===== src/rtl/match_out_timer.sv =====
module match_out_timer #(
  parameter int CNT_W = 32
) (
  input  logic        clk,
  input  logic        rst_n,
  input  logic        cnt_en,
  input  logic        req_valid,
  input  logic        req_we,
  input  logic [2:0]  req_addr,
  input  logic [31:0] req_wdata,
  output logic [31:0] rsp_rdata,
  output logic [3:0]  match_pins
);
  localparam logic [2:0] ADDR_OUT = 3'd4;
  localparam logic [2:0] ADDR_CNT = 3'd5;

  logic [CNT_W-1:0]      cnt_q;
  logic [3:0][CNT_W-1:0] cmp_q;
  logic [3:0][1:0]       ctrl_q;
  logic [3:0]            out_q, out_nx, hit_q, eq, fire;

  wire wr     = req_valid & req_we;
  wire rd     = req_valid & ~req_we;
  wire out_wr = wr && (req_addr == ADDR_OUT);

  assign match_pins = out_q;

  always_ff @(posedge clk) begin
    if (!rst_n) cnt_q <= '0;
    else if (cnt_en) cnt_q <= cnt_q + CNT_W'(1);
  end

  for (genvar m = 0; m < 4; m++) begin : g_ch
    assign eq[m]   = (cnt_q == cmp_q[m]);
    assign fire[m] = eq[m] & ~hit_q[m];

    always_comb begin
      out_nx[m] = out_wr ? req_wdata[m] : out_q[m];
      if (fire[m]) begin
        case (ctrl_q[m])
          2'b01:   out_nx[m] = 1'b0;
          2'b10:   out_nx[m] = 1'b1;
          2'b11:   out_nx[m] = ~out_q[m];
          default: ;
        endcase
      end
    end

    always_ff @(posedge clk) begin
      if (!rst_n) begin
        cmp_q[m]  <= '0;
        ctrl_q[m] <= 2'b00;
        hit_q[m]  <= 1'b0;
      end else begin
        hit_q[m] <= eq[m];
        if (wr && req_addr == 3'(m)) cmp_q[m] <= req_wdata[CNT_W-1:0];
        if (out_wr) ctrl_q[m] <= req_wdata[2*m+5 -: 2];
      end
    end
  end

  always_ff @(posedge clk) begin
    if (!rst_n) out_q <= 4'b0;
    else out_q <= out_nx;
  end

  always_ff @(posedge clk) begin
    if (!rst_n) rsp_rdata <= '0;
    else if (rd) begin
      case (req_addr)
        3'd0, 3'd1, 3'd2, 3'd3: rsp_rdata <= 32'(cmp_q[req_addr[1:0]]);
        ADDR_OUT: rsp_rdata <= {20'b0, ctrl_q, out_q};
        ADDR_CNT: rsp_rdata <= 32'(cnt_q);
        default:  rsp_rdata <= '0;
      endcase
    end
  end
endmodule


===== config.mk =====
export PLATFORM = sky130hd
export DESIGN_NAME = match_out_timer
export DESIGN_NICKNAME = d
export VERILOG_FILES = /design/src/rtl/match_out_timer.sv
export SDC_FILE = /design/constraint.sdc
export NUM_CORES = 1
export LEC_CHECK = 0
export BUFFER_PORTS_ARGS = -buffer_cell sky130_fd_sc_hd__buf_2
export CAP_MARGIN = 15
export CORE_ASPECT_RATIO = 0.9
export CORE_MARGIN = 3
export CORE_UTILIZATION = 30
export DETAILED_ROUTE_END_ITERATION = 6
export HOLD_SLACK_MARGIN = 0.08
export MAX_ROUTING_LAYER = met4
export SLEW_MARGIN = 20
export SYNTH_ARGS = -nofsm -noshare
export SYNTH_HDL_FRONTEND = slang
export SYNTH_SLANG_ARGS = --single-unit
export TNS_END_PERCENT = 20

===== constraint.sdc =====
create_clock -name clk -period 3.75 [get_ports clk]
set_input_delay 0.1875 -clock clk [delete_from_list [all_inputs] [get_ports clk]]
set_output_delay 0.1875 -clock clk [all_outputs]
set_load 0.01 [all_outputs]

# Word-level counts from Yosys, hierarchy flattened
# Cells that the tools add are included.
# totals
reg_bits,208
inputBits,40
out_inout_bits,36
elab_cells,75
# op_classes
n_addsub,1
n_lt_le_gt_ge,1
eq_ne,21
mux,15
bitwise,15
n_reduce_logical,7
# op_table
cell,n
== test 32 bit,4
one-hot mux 32 bit (3 select lines),1
binary-select mux 32 bit (select 2 bit),1
"adder 32 x 1 -> 32 bit, second input constant",1
two-way mux 32 bit,1
"== test 2 bit, second input constant",8
one-hot mux 1 bit (3 select lines),4
NOT 1 bit,9
"== test 2 x 1 -> 1 bit, second input constant",4
two-way mux 1 bit,8
AND 1 bit,6
"== test 3 x 2 -> 1 bit, second input constant",2
"== test 3 bit, second input constant",2
logical AND 1 bit,5
OR reduction 4 bit,1
"== test 3 x 1 -> 1 bit, second input constant",1
zero test 3 bit,1
"< comparator 2 x 3 -> 1 bit, second input constant",1

# Logic depth before layout (Yosys ltp)
# Gate-level depths: netlist of the first run.
# logic_depth
word_depth,5
mapped_depth,7
depth_no_buf,5

# Worst setup path after synthesis of the first run
# Ideal clock, no wire load.
# synth_timing
kind,reg2reg
from,register cnt_q[14]
to,register cnt_q[31]
setup_ps,70
t_arrival_ps,1805
required_ps,3680
slack_ps,1875
path_stages_with_launch,7
n_path_buf,1
period_less_slack_ps,1875
cell_sequence,dfxtp_1 buf_4 and4_4 nand3_4 or4_4 or3_1 a21oi_1
# synth_between
elab_chain_cells,1
# synth_lines
item,line_no,source
from (decl),17,logic [CNT_W-1:0] cnt_q;
from (signal assigned),30,else if (cnt_en) cnt_q <= cnt_q + CNT_W'(1);
adder 32 x 1 -> 32 bit,30,
# Every way passes these cells.
# A chain may end at the register's enable or synchronous reset.

# Worst setup path in the final report of the first run
# layout_timing
from,register cnt_q[27]
to,"register out_q[0], in the netlist match_pins[0]"
# layout_between
elab_chain_cells,3
# layout_lines
item,line_no,source
== test 32 bit,34,assign eq[m] = (cnt_q == cmp_q[m]);
AND 1 bit,35,assign fire[m] = eq[m] & ~hit_q[m];
two-way mux 1 bit,39,if (fire[m]) begin
to (signal assigned),64,else out_q <= out_nx;
to (decl),20,"logic [3:0] out_q, out_nx, hit_q, eq, fire;"
# Every way passes these cells.

==> flow_summary_export.csv, run 1 <==
group,metric,value,unit
yosys,synth_area,10320,um2
layout,syn2layout_area_growth,17.59,%
yosys,yosys_warnings,0,
yosys,ys_async_sr_fraction,0,
yosys,netlist_top_cells_count,"nand2_1, dfxtp_1, a21oi_1",
yosys,netlist_instances,1227,
detailed_routing,wl_per_cell,20.75,um
floorplan,dieArea,36680,um2
detailed_routing,vias,9287,
global_route,grt_pass1_vias,8811,
worst_setup_path,cp-end-kind,"register",
layout,instances_no_fill,1752,
timing,fin_crit_sh,0.6599,
layout,drive_gt1_frac,0.1481,
clocking,cts_inserted_buffers,24,
global_route,use_met2,0.2808,
floorplan,start_util,0.3089,
pwr,power.density,416.4,nW/um2
yosys,ys_seq_area_frac,0.4033,
layout,fillers,3492,
yosys,synth.top_cell.area_share,0.4033,
detailed_routing,drtPass1Iterations,5,
hold_path,hold_path_depth,5,
pwr,leakage,4.959,nW
yosys,synth_area_per_cell,8.414,um2
global_route,antenna_found_initial,1,
clocking,cts_tree,"built",
timing,setup_violations,0,
placement,dpl.hpwl,25440,um
worst_setup_path,reg2reg_depth,5,
clocking,clk_pin_slew_worst_paths,60,ps
timing,layout_min_cycle_time,2475,ps
yosys,synth_fp_nets,1268,
floorplan,io_pins,76,
detailed_routing,ant_nets,0,
run,maxCapViolations,0,
timing,tightest_slew,909.4,ps
yosys,synth_seq_cells,208,
yosys,synth_area_leaders,"dfxtp_1, xor2_1, nand2_1",
floorplan,die_w,201.5,um
detailed_routing,wl,36360,um
timing,fin_tns_setup,0,ps
detailed_routing,drtIter0Drc,855,
placement,place.gp.congestion,0.9020,
worst_setup_path,cp.arrival,2900,ps
yosys,synth_edf_count,0,
worst_setup_path,path_class,"register to register",
timing,relSlewSlack,0.3938,
layout,multi_input_area,5630,um2
worst_setup_path,cp-start-kind,"register",
yosys,ys_types,43,
global_route,grt_max_degree,88,
timing,rsz0062_at_grt,"no",
timing,finalHoldViolCount,0,
global_route,grt.overflow.total,0,
floorplan,core_region_area,33420,um2
clocking,htreeDepth,1,
pwr,ir_drop,0.2944,mV
outcome,outcome,"finished, final reports clean",
worst_setup_path,cp_data_required_time,4170,ps
yosys,yosysMostFrequentCell,"nand2_1",
hold_path,hold_path_class,"primary input to register",
yosys,yosysTopAreaCell,"dfxtp_1",
detailed_routing,vias_per_cell,5.301,
clocking,cts-root-buf,"clkbuf_16",
clocking,clock_latency,540,ps
yosys,synthFlopType,"dfxtp_1",
layout,num-nets-final,1319,
global_route,grt_util_met1,0.2818,
floorplan,rows,63,
clocking,cts.path.max_buffers,3,
global_route,busiest_layer,"met1",
global_route,grt_pass1_wl,54970,um
clocking,ctsResizeCount,0,
placement,portBuffers,75,
timing,clock_skew,34.52,ps
global_route,use_met3,0.03406,
timing,fmax,404.1,MHz
layout,seq_area,4164,um2
timing,holdWs,161.2,ps
placement,dp.cells,1673,
detailed_routing,drcViolationCount,0,
worst_setup_path,cp_max_fo,10,
timing,final_max_slew_viol_count,0,
global_route,grtUsageTotal,0.1982,
floorplan,die_h,182.0,um
clocking,clkSinkCount,208,
[power breakdown]
part / internal, mW / switching (mW)
Combinational: 0.140 / 0.248
Sequential: 2.25 / 0.0392
Clock: 1.43 / 0.952
[critical path, cell delays in order, from the launching register on]
cell and delay [ps]:
dfxtp_1 630, xor2_1 160, nor4_1 500, nand4_1 350, or3_1 390, a2111oi_1 330
[layout by cell type (no fill, tap or decap), types with 20 or more instances in the layout]
master | Yosys | layout
a21oi_1 | 148 | 148
nand2_1 | 283 | 283
buf_2 | 17 | 75
dlygate4sd3_1 | 0 | 34
xor2_1 | 136 | 136
dfxtp_1 | 208 | 208
a2bb2oi_1 | 20 | 20
mux4_2 | 32 | 32
nor3_1 | 22 | 21
nor2_1 | 71 | 71
nor4_1 | 40 | 37
a22oi_1 | 20 | 20
buf_4 | 11 | 23
clkbuf_16 | 0 | 24
[worst paths after layout]
check | slack, ps | to | from
setup / recovery | 1280 | match_pins[0] | cnt_q[27]
hold / removal | 160 | rsp_rdata[10] | req_we
setup reg to reg | 1280 | match_pins[0] | cnt_q[27]
hold reg to reg | 480 | cmp_q[1] | cmp_q[1]
[state kept, by name, summed over array words and instances (netlist names)]
name,cells
ctrl_q,8
cnt_q,32
cmp_q,128
match_pins,4
rsp_rdata,32
hit_q,4
[cells by family after synthesis]
family                   share of synthesized area
AO/OA/AOI/OAI                               0.1280
flip-flops                                  0.4033
multiplexers                               0.08157
adder cells (fa/ha/maj)                   0.001212
AND/OR/NAND/NOR                             0.2066
buffers and inverters                      0.05369
XOR/XNOR                                    0.1256
[through the flow]
step                instance area, um2  power (mW)    util  worst slack [ps]
floorplan                        10320       2.529       -              1875
global placement                 11000       2.681  0.3291              1196
detailed placement               11000       2.688  0.3291              1114
global route                     12140       5.210  0.3632              1246
finish                           12140       5.054  0.3632              1275
CTS                              12140       5.084  0.3631              1398
[area by class of cell]
class	instances	share of cell area
Multi-Input combinational cell	894	0.4638
Tap cell	455	0.04690
Clock buffer	33	0.05391
Timing Repair Buffer	133	0.07483
Sequential cell	208	0.3430
Antenna cell	1	0.0002061
Clock inverter	11	0.01165
Inverter	17	0.005669
[timing repair]
item / 4_1_cts / 5_1_grt
endpoints found under the hold margin: 140 / 0
hold buffers: 34 / 0
buffers inserted: 0 / 0
[per-layer routing]
layer / share of wire / up-vias
met5: 0 / -
met4: 0.043 / 0
met3: 0.090 / 91
met2: 0.42 / 447
met1: 0.45 / 4436
li1: - / 4313
No activity file was read; power rests on OpenSTA's default activity.
==> run 2: changes to the inputs <==
- clock period: 3.75 -> 2.6 ns (I/O delays scaled with it)
==> flow_summary_export.csv, run 2 (synthesis results as in run 1) <==
group,metric,value,unit
clocking,cts_inserted_buffers,24,
floorplan,start_util,0.3089,
global_route,grt_pass1_wl,54280,um
global_route,grt.overflow.total,0,
layout,most-common-layout-cells,"nand2_1, dfxtp_1, a21oi_1",
timing,fmax,416.7,MHz
detailed_routing,drtPass1Iterations,5,
timing,tightest_slew,818.8,ps
clocking,cts.path.max_buffers,3,
detailed_routing,vias_per_cell,5.193,
placement,dpl.hpwl,25420,um
worst_setup_path,cp-end-kind,"register",
timing,setup_violations,0,
detailed_routing,wl,35610,um
detailed_routing,drtIter0Drc,946,
layout,design_area,12200,um2
global_route,grt_max_degree,72,
hold_path,hold_path_class,"primary input to register",
worst_setup_path,cp.arrival,2810,ps
run,maxCapViolations,0,
detailed_routing,drcViolationCount,0,
layout,biggestRegsByFlops,"cmp_q (128), cnt_q (32), rsp_rdata (32)",
clocking,clock_latency,520,ps
layout,utilization,0.3651,
floorplan,die_h,182.0,um
placement,detailed_place.area,11070,um2
worst_setup_path,cp-start-kind,"register",
worst_setup_path,reg2reg_depth,5,
clocking,cts-root-buf,"clkbuf_16",
detailed_routing,ant_nets,0,
timing,fin_crit_sh,0.9231,
timing,relSlewSlack,0.4542,
floorplan,die_w,201.5,um
clocking,clk_pin_slew_worst_paths,60,ps
layout,num-nets-final,1325,
layout,largest-register,"cmp_q",
floorplan,core_region_area,33420,um2
outcome,outcome,"finished, final reports clean",
detailed_routing,wl_per_cell,20.29,um
pwr,leakage,4.993,nW
placement,place.gp.congestion,0.9547,
floorplan,dieArea,36680,um2
global_route,busiest_layer,"met2",
pwr,ir_drop,0.3654,mV
layout,syn2layout_area_growth,18.19,%
pwr,power.density,596.0,nW/um2
clocking,htreeDepth,1,
global_route,grtUsageTotal,0.1943,
global_route,grt_pass1_vias,8686,
worst_setup_path,cp_data_required_time,3010,ps
worst_setup_path,path_class,"register to register",
timing,finalHoldViolCount,0,
layout,drive_gt1_frac,0.1532,
timing,layout_min_cycle_time,2400,ps
global_route,grt_util_met1,0.2720,
clocking,clkSinkCount,208,
placement,portBuffers,75,
global_route,use_met2,0.2821,
timing,final_max_slew_viol_count,0,
floorplan,io_pins,76,
detailed_routing,vias,9113,
timing,clock_skew,15.35,ps
hold_path,hold_path_depth,5,
global_route,use_met3,0.04105,
global_route,antenna_found_initial,2,
floorplan,rows,63,
timing,fin_tns_setup,0,ps
timing,rsz0062_at_grt,"no",
timing,holdWs,109.2,ps
layout,final_common_cell,"nand2_1",
layout,largest_reg_flops,128,
clocking,cts_tree,"built",
worst_setup_path,cp_max_fo,11,
[run 2: metrics by stage]
stage / power, mW / cells / setup slack, ps
floorplan: 3.648 / 1227 / 724.7
global placement: 3.865 / 1679 / 286.7
detailed placement: 3.872 / 1679 / 214.2
CTS: 7.320 / 1754 / 202.0
global route: 7.492 / 1755 / 92.89
finish: 7.272 / 1755 / 200.0
[run 2: path summary, 6_finish.rpt]
| path | start | endpoint | slack (ps) |
|---|---|---|---|
| max | cnt_q[6] | match_pins[0] | 200 |
| max reg2reg | cnt_q[6] | match_pins[0] | 200 |
| min | req_we | rsp_rdata[11] | 110 |
| min reg2reg | rsp_rdata[26] | rsp_rdata[26] | 480 |
[run 2: repair_timing]
item,4_1_cts,5_1_grt
endpoints found under the hold margin,141,0
setup buffers,0,0
resized for setup,0,0
hold buffers,34,0
[run 2: cell type report]
class / count / area, um2
multi-input combinational: 894 / 5629
tap: 455 / 569.3
sequential: 208 / 4164
clock inverter: 11 / 115.1
clock buffer: 30 / 674.4
fill: 3459 / 21220
timing repair buffer: 139 / 978.4
inverter: 17 / 68.82
antenna: 1 / 2.502
[run 2: routing by layer]
metal | part of all wire | up-vias
li1 | - | 4309
met4 | 0.028 | 0
met1 | 0.46 | 4405
met5 | 0 | -
met3 | 0.082 | 62
met2 | 0.43 | 337
[run 2: report_power, final]
group	internal [mW]	total, mW	leakage, nW	switching, mW
clock	2.03	3.43	0.393	1.39
sequential	3.24	3.29	1.68	0.0548
combinational	0.209	0.553	2.92	0.344
[run 2: critical path, stage by stage, from the launching register on]
cell	delay [ps]
dfxtp_1	580
xor2_1	270
nor4_1	420
nand4_1	300
or3_1	390
a2111oi_1	320
